--- src/rtl/irq_rank_arbiter.sv ---
module irq_rank_arbiter #(
  parameter int N_INT = 10,
  parameter int N_EXT = 4,
  parameter logic [7:0] BASE = 8'h4C
) (
  input  logic                               clk,
  input  logic                               rst_n,
  input  logic [N_INT-1:0]                   int_req,
  input  logic [N_EXT-1:0]                   ext_req,
  input  logic                               wr_en,
  input  logic [7:0]                         addr,
  input  logic [7:0]                         wdata,
  output logic [7:0]                         rdata,
  output logic [2:0]                         ipl,
  input  logic                               ack_valid,
  input  logic [2:0]                         ack_level,
  output logic                               ack_done,
  output logic [$clog2(N_INT+N_EXT)-1:0]     ack_src,
  output logic                               ack_avec,
  output logic                               ack_spur
);
  localparam int NS = N_INT + N_EXT;
  localparam int SW = $clog2(NS);
  localparam logic [7:0] XADDR = BASE + 8'(N_INT);
  localparam logic [7:0] KEEP = 8'h9F;

  logic [7:0]       cfg_q [N_INT];
  logic [N_EXT-1:0] xav_q;
  logic [2:0]       top_lvl;
  logic             hit;
  logic [1:0]       best_p;
  logic [SW-1:0]    win;
  logic             win_av;

  function automatic logic [2:0] ext_lvl(input int k);
    return 3'(2 * k + 1);
  endfunction

  for (genvar i = 0; i < N_INT; i++) begin : g_cfg
    always_ff @(posedge clk or negedge rst_n)
      if (!rst_n) cfg_q[i] <= '0;
      else if (wr_en && addr == BASE + 8'(i)) cfg_q[i] <= wdata & KEEP;
  end

  always_ff @(posedge clk or negedge rst_n)
    if (!rst_n) xav_q <= '0;
    else if (wr_en && addr == XADDR) xav_q <= wdata[N_EXT-1:0];

  always_comb begin
    rdata = '0;
    for (int i = 0; i < N_INT; i++)
      if (addr == BASE + 8'(i)) rdata = cfg_q[i];
    if (addr == XADDR) rdata = 8'(xav_q);
  end

  always_comb begin
    top_lvl = '0;
    for (int i = 0; i < N_INT; i++)
      if (int_req[i] && cfg_q[i][4:2] > top_lvl) top_lvl = cfg_q[i][4:2];
    for (int k = 0; k < N_EXT; k++)
      if (ext_req[k] && ext_lvl(k) > top_lvl) top_lvl = ext_lvl(k);
  end

  always_comb begin
    hit = 1'b0;
    best_p = '0;
    win = '0;
    win_av = 1'b0;
    for (int i = N_INT - 1; i >= 0; i--)
      if (int_req[i] && ack_level != 3'd0 && cfg_q[i][4:2] == ack_level &&
          (!hit || cfg_q[i][1:0] >= best_p)) begin
        hit = 1'b1;
        best_p = cfg_q[i][1:0];
        win = SW'(i);
        win_av = cfg_q[i][7];
      end
    for (int k = 0; k < N_EXT; k++)
      if (ext_req[k] && ext_lvl(k) == ack_level) begin
        hit = 1'b1;
        win = SW'(N_INT + k);
        win_av = xav_q[k];
      end
  end

  always_ff @(posedge clk or negedge rst_n)
    if (!rst_n) begin
      ipl <= '0;
      ack_done <= 1'b0;
      ack_src <= '0;
      ack_avec <= 1'b0;
      ack_spur <= 1'b0;
    end else begin
      ipl <= top_lvl;
      ack_done <= ack_valid;
      ack_src <= (ack_valid && hit) ? win : '0;
      ack_avec <= ack_valid && hit && win_av;
      ack_spur <= ack_valid && !hit;
    end

  assert_idle_level_R4: assert property (@(posedge clk) disable iff (!rst_n)
    (int_req == '0 && ext_req == '0) |=> ipl == 3'd0);

  assert_spur_quiet_R9: assert property (@(posedge clk) disable iff (!rst_n)
    ack_spur |-> (ack_src == '0 && !ack_avec && ack_done));

  assert_src_range_R8: assert property (@(posedge clk) disable iff (!rst_n)
    (ack_done && !ack_spur) |-> int'(ack_src) < NS);

  assert_no_level0_R3: assert property (@(posedge clk) disable iff (!rst_n)
    (ack_done && !ack_spur) |-> $past(ack_level) != 3'd0);

  assert_ext_level_R7: assert property (@(posedge clk) disable iff (!rst_n)
    (ack_done && !ack_spur && int'(ack_src) >= N_INT) |->
      $past(ack_level) == 3'(2 * (int'(ack_src) - N_INT) + 1));

  assert_reserved_zero_R2: assert property (@(posedge clk) disable iff (!rst_n)
    (addr >= BASE && addr < XADDR) |-> rdata[6:5] == 2'b00);
endmodule

--- config.mk ---
export PLATFORM = sky130hd
export DESIGN_NAME = irq_rank_arbiter
export DESIGN_NICKNAME = d
export VERILOG_FILES = /design/src/rtl/irq_rank_arbiter.sv
export SDC_FILE = /design/constraint.sdc
export NUM_CORES = 1
export LEC_CHECK = 0
export CAP_MARGIN = 20
export CORE_MARGIN = 2
export CORE_UTILIZATION = 40
export DETAILED_ROUTE_END_ITERATION = 8
export HOLD_SLACK_MARGIN = 0.05
export SYNTH_ARGS = -nofsm -noshare
export SYNTH_HDL_FRONTEND = slang
export SYNTH_SLANG_ARGS = --single-unit
--- constraint.sdc ---
create_clock -name clk -period 14.81 [get_ports clk]
set_input_delay 1.481 -clock clk [delete_from_list [all_inputs] [get_ports clk]]
set_output_delay 1.481 -clock clk [all_outputs]
set_load 0.03 [all_outputs]
==> run_results.csv <==
group,metric,value,unit
finish,nets,794,
flow_run,timing.max_cap.violations,0,
outcome,run_status,"complete, no violations",
pwr,cellLeakagePower,3.04,nW
clock_network,clock_tree.htree_level_count,3,
global_route,grt-busiest-layer,"met2",
timing,max-slew-margin-rel,28.2,%
logic_synthesis,dominantRegCellSynth,"sky130_fd_sc_hd__dfrtp_1",
worst_setup_path,worstPathArrival,14.07,ns
worst_setup_path,worstPathMaxFanout,9,
logic_synthesis,ys.warnings.count,0,
timing,worst_margin_pin_slew,1.07,ns
hold_path,min_delay_worst_endpoint,"xav_q[0]$_DFFE_PN0P_",
logic_synthesis,seq_area_frac_synth,30.4,%
timing,setup_tns,0,ns
global_route,antenna_violations_before_repair,0,
finish,antenna-diode-count,0,
logic_synthesis,number_of_synthesized_flops_with_an_enable_pin,0,
placement,number_of_buffers_inserted_by_port_buffering,50,
pwr,pwr_density_cell,90.2,nW/um^2
worst_setup_path,rr_worst_depth,53,
clock_network,cts-root-to-sink-buffers,2,
global_route,grt_util_all_layers,21.7,%
timing,hold_ws,0.526,ns
timing,finalSetupViolations,0,
worst_setup_path,worstSetupStartpointType,"input port",
timing,fin_worst_skew,0.00430,ns
placement,routability_driven_placement_congestion_ratio,0.858,
finish,fin_util,47.3,%
clock_network,postCtsHoldBufs,0,
hold_path,hp-start,"xav_q[0]$_DFFE_PN0P_",
finish,final_layout_size_suffix_gt1_share,16.7,%
finish,layout.cells.most_common_list,"74 x sky130_fd_sc_hd__dfrtp_1, 73 x sky130_fd_sc_hd__nand2_1, 63 x sky130_fd_sc_hd__o21ai_0",
global_route,grt_util_met1,30.2,%
worst_setup_path,timing.critical_path.buf_inv,2,
global_route,grt_first_pass_wirelength,28100,um
detailed_routing,routedWlPerCell,18.6,um
timing,clock.fmax,0.0721,GHz
floorplanning,placeableCoreArea,15000,sq um
pwr,ir_worst_vdd,60.6,uV
worst_setup_path,crit_type,"input port to flop",
worst_setup_path,cpMaxStageDelayCell,"sky130_fd_sc_hd__clkdlybuf4s50_1",
global_route,grt.met3_usage,3.89,%
detailed_routing,first_pass_iters,4,
worst_setup_path,timing.rr.end,"ack_src[0]$_DFF_PN0_",
worst_setup_path,crit_top_cell,"sky130_fd_sc_hd__ha_1",
detailed_routing,vias,5388,
clock_network,insertion_delay,0.34,ns
worst_setup_path,cpPeakStageDelay,0.72,ns
logic_synthesis,share_of_flip_flops_with_an_asynchronous_set_or_reset_after_synthesis,100,%
timing,unrepaired_setup_endpoints_after_global_routing,"false",
floorplanning,start_util,40.6,%
clock_network,number_of_clock_buffers_inserted_by_tritoncts,9,
logic_synthesis,yosysUniqueCellTypes,77,
detailed_routing,detailedRoute.firstIterationViolations,344,
logic_synthesis,synth_area_per_cell,8.93,sq um
timing,period_share,93.7,%
clock_network,cts.root.buffer_cell,"sky130_fd_sc_hd__clkbuf_16",
floorplanning,dieArea,16200,sq um
global_route,global_route.overflow_total,0,
finish,area.growth.synth_to_final,16.6,%
floorplanning,placement_rows,45,
placement,post-dp-hpwl,12900,um
timing,report.final.hold_viol_count,0,
global_route,grt_max_degree,75,
logic_synthesis,ys_ff_latch,74,
worst_setup_path,capturing_element_type_of_the_critical_path,"flop",
hold_path,hold-path-cell-count,1,
floorplanning,dieWidth,127,um
worst_setup_path,cp_top_family,"compound AO/OA/AOI/OAI gates",
hold_path,worstHoldPathType,"flop to flop",
floorplanning,design.portCount,55,
clock_network,post_cts.resized_instances,0,
logic_synthesis,syn-cell-area,6100,sq um
detailed_routing,via_per_inst,5.87,
timing,finalCriticalPeriod,13.87,ns
placement,placement.setup.worst_slack,0.569,ns
detailed_routing,route.final.wire_length,17100,um
detailed_routing,final_antenna_net_count,0,
worst_setup_path,critPathLaunch,"ack_level[1]",
worst_setup_path,worst_setup_slack_for_register_to_register_paths,2.31,ns
clock_network,post-cts-setup-buffer-count,0,
logic_synthesis,synth_cells,683,
floorplanning,fp.dieH,127,um
finish,final_common_cell,"sky130_fd_sc_hd__dfrtp_1",
global_route,grt_util_met2,35.5,%
clock_network,cts.sinks,74,
timing,final-max-slew-violation-count,0,
global_route,grt_pass1_vias,5316,
clock_network,clk_transition_reported_paths,0.06,ns
timing,setup_slack,0.936,ns
detailed_routing,remaining_drc_errors,0,
worst_setup_path,worst_r2r_startpoint,"cfg_q[3]$_DFFE_PN0P_",
worst_setup_path,cp_data_required_time,15.01,ns
clock_network,clock_tree_from_tritoncts,"yes",
## where the power goes
part	switching (mW)	total (mW)	internal, mW
Combinational	0.103	0.186	0.0825
Sequential	0.0146	0.230	0.215
Clock	0.0948	0.227	0.132
## cell usage after synthesis, types with 14 or more instances
cell / n / share of area (%)
sky130_fd_sc_hd__clkbuf_1: 23 / 1.4
sky130_fd_sc_hd__dfrtp_1: 74 / 30
sky130_fd_sc_hd__nand2_1: 73 / 4.5
sky130_fd_sc_hd__nor2_1: 30 / 1.8
sky130_fd_sc_hd__nor3_1: 17 / 1.4
sky130_fd_sc_hd__xor2_1: 16 / 2.3
sky130_fd_sc_hd__mux2_2: 50 / 9.2
sky130_fd_sc_hd__and2_1: 14 / 1.4
sky130_fd_sc_hd__o21ai_0: 63 / 5.2
sky130_fd_sc_hd__ha_1: 32 / 6.6
sky130_fd_sc_hd__nand2b_1: 18 / 1.8
sky130_fd_sc_hd__a21oi_1: 40 / 3.3
sky130_fd_sc_hd__inv_1: 40 / 2.5
## registers in the layout, indices dropped and copies added (netlist names)
name      count
ack_done      1
xav_q         4
ack_spur      1
ack_avec      1
cfg_q        60
ipl           3
ack_src       4
## per-layer routing
metal  vias to the layer above  wire (um)  share of wire [%]
li1                       2597          -                  -
met1                      2623       8110                 47
met2                       150       7960                 47
met3                        18        842                4.9
met4                         0        192                1.1
met5                         -          0                  0
## cell type report
class | count | area, sq um
Timing Repair Buffer | 63 | 613
Clock buffer | 9 | 225
Fill cell | 1426 | 7920
Tap cell | 188 | 235
Multi-Input combinational cell | 537 | 3960
Sequential cell | 74 | 1850
Clock inverter | 7 | 77.6
Inverter | 40 | 150
## how the worst max path moves through the flow
stage / endpoint / depth (start not counted) / slack (ns)
after floorplan: ack_src[3]$_DFF_PN0_ / 56 / 2.56
after global placement: ack_src[0]$_DFF_PN0_ / 54 / 0.83
after detailed placement: ipl[0]$_DFF_PN0_ / 58 / 0.57
after CTS: ipl[0]$_DFF_PN0_ / 58 / 0.92
after global routing: ipl[0]$_DFF_PN0_ / 58 / 0.06
final: ack_src[0]$_DFF_PN0_ / 54 / 0.94
## cell families (layout without fill, tap and decap cells)
family	after synthesis	in the layout	synth area share, %
and+or+nand+nor	215	215	17.9
AOI/OAI and AO/OA	188	188	20.3
muxes	77	77	16.3
DFF	74	74	30.4
buffers and inverters	73	119	4.94
adders and majority gates	34	34	6.89
xor gates and xnor gates	21	21	3.26
other	1	2	0.0615
## stage by stage
| stage | instances | instance area [sq um] | total power [mW] |
|---|---|---|---|
| floorplan | 684 | 6100 | 0.359 |
| global placement | 897 | 6740 | 0.409 |
| detailed placement | 897 | 6740 | 0.415 |
| CTS | 913 | 7050 | 0.644 |
| global route | 918 | 7110 | 0.680 |
| finish | 918 | 7110 | 0.642 |
Note: power is estimated with default switching activity, not from simulation.
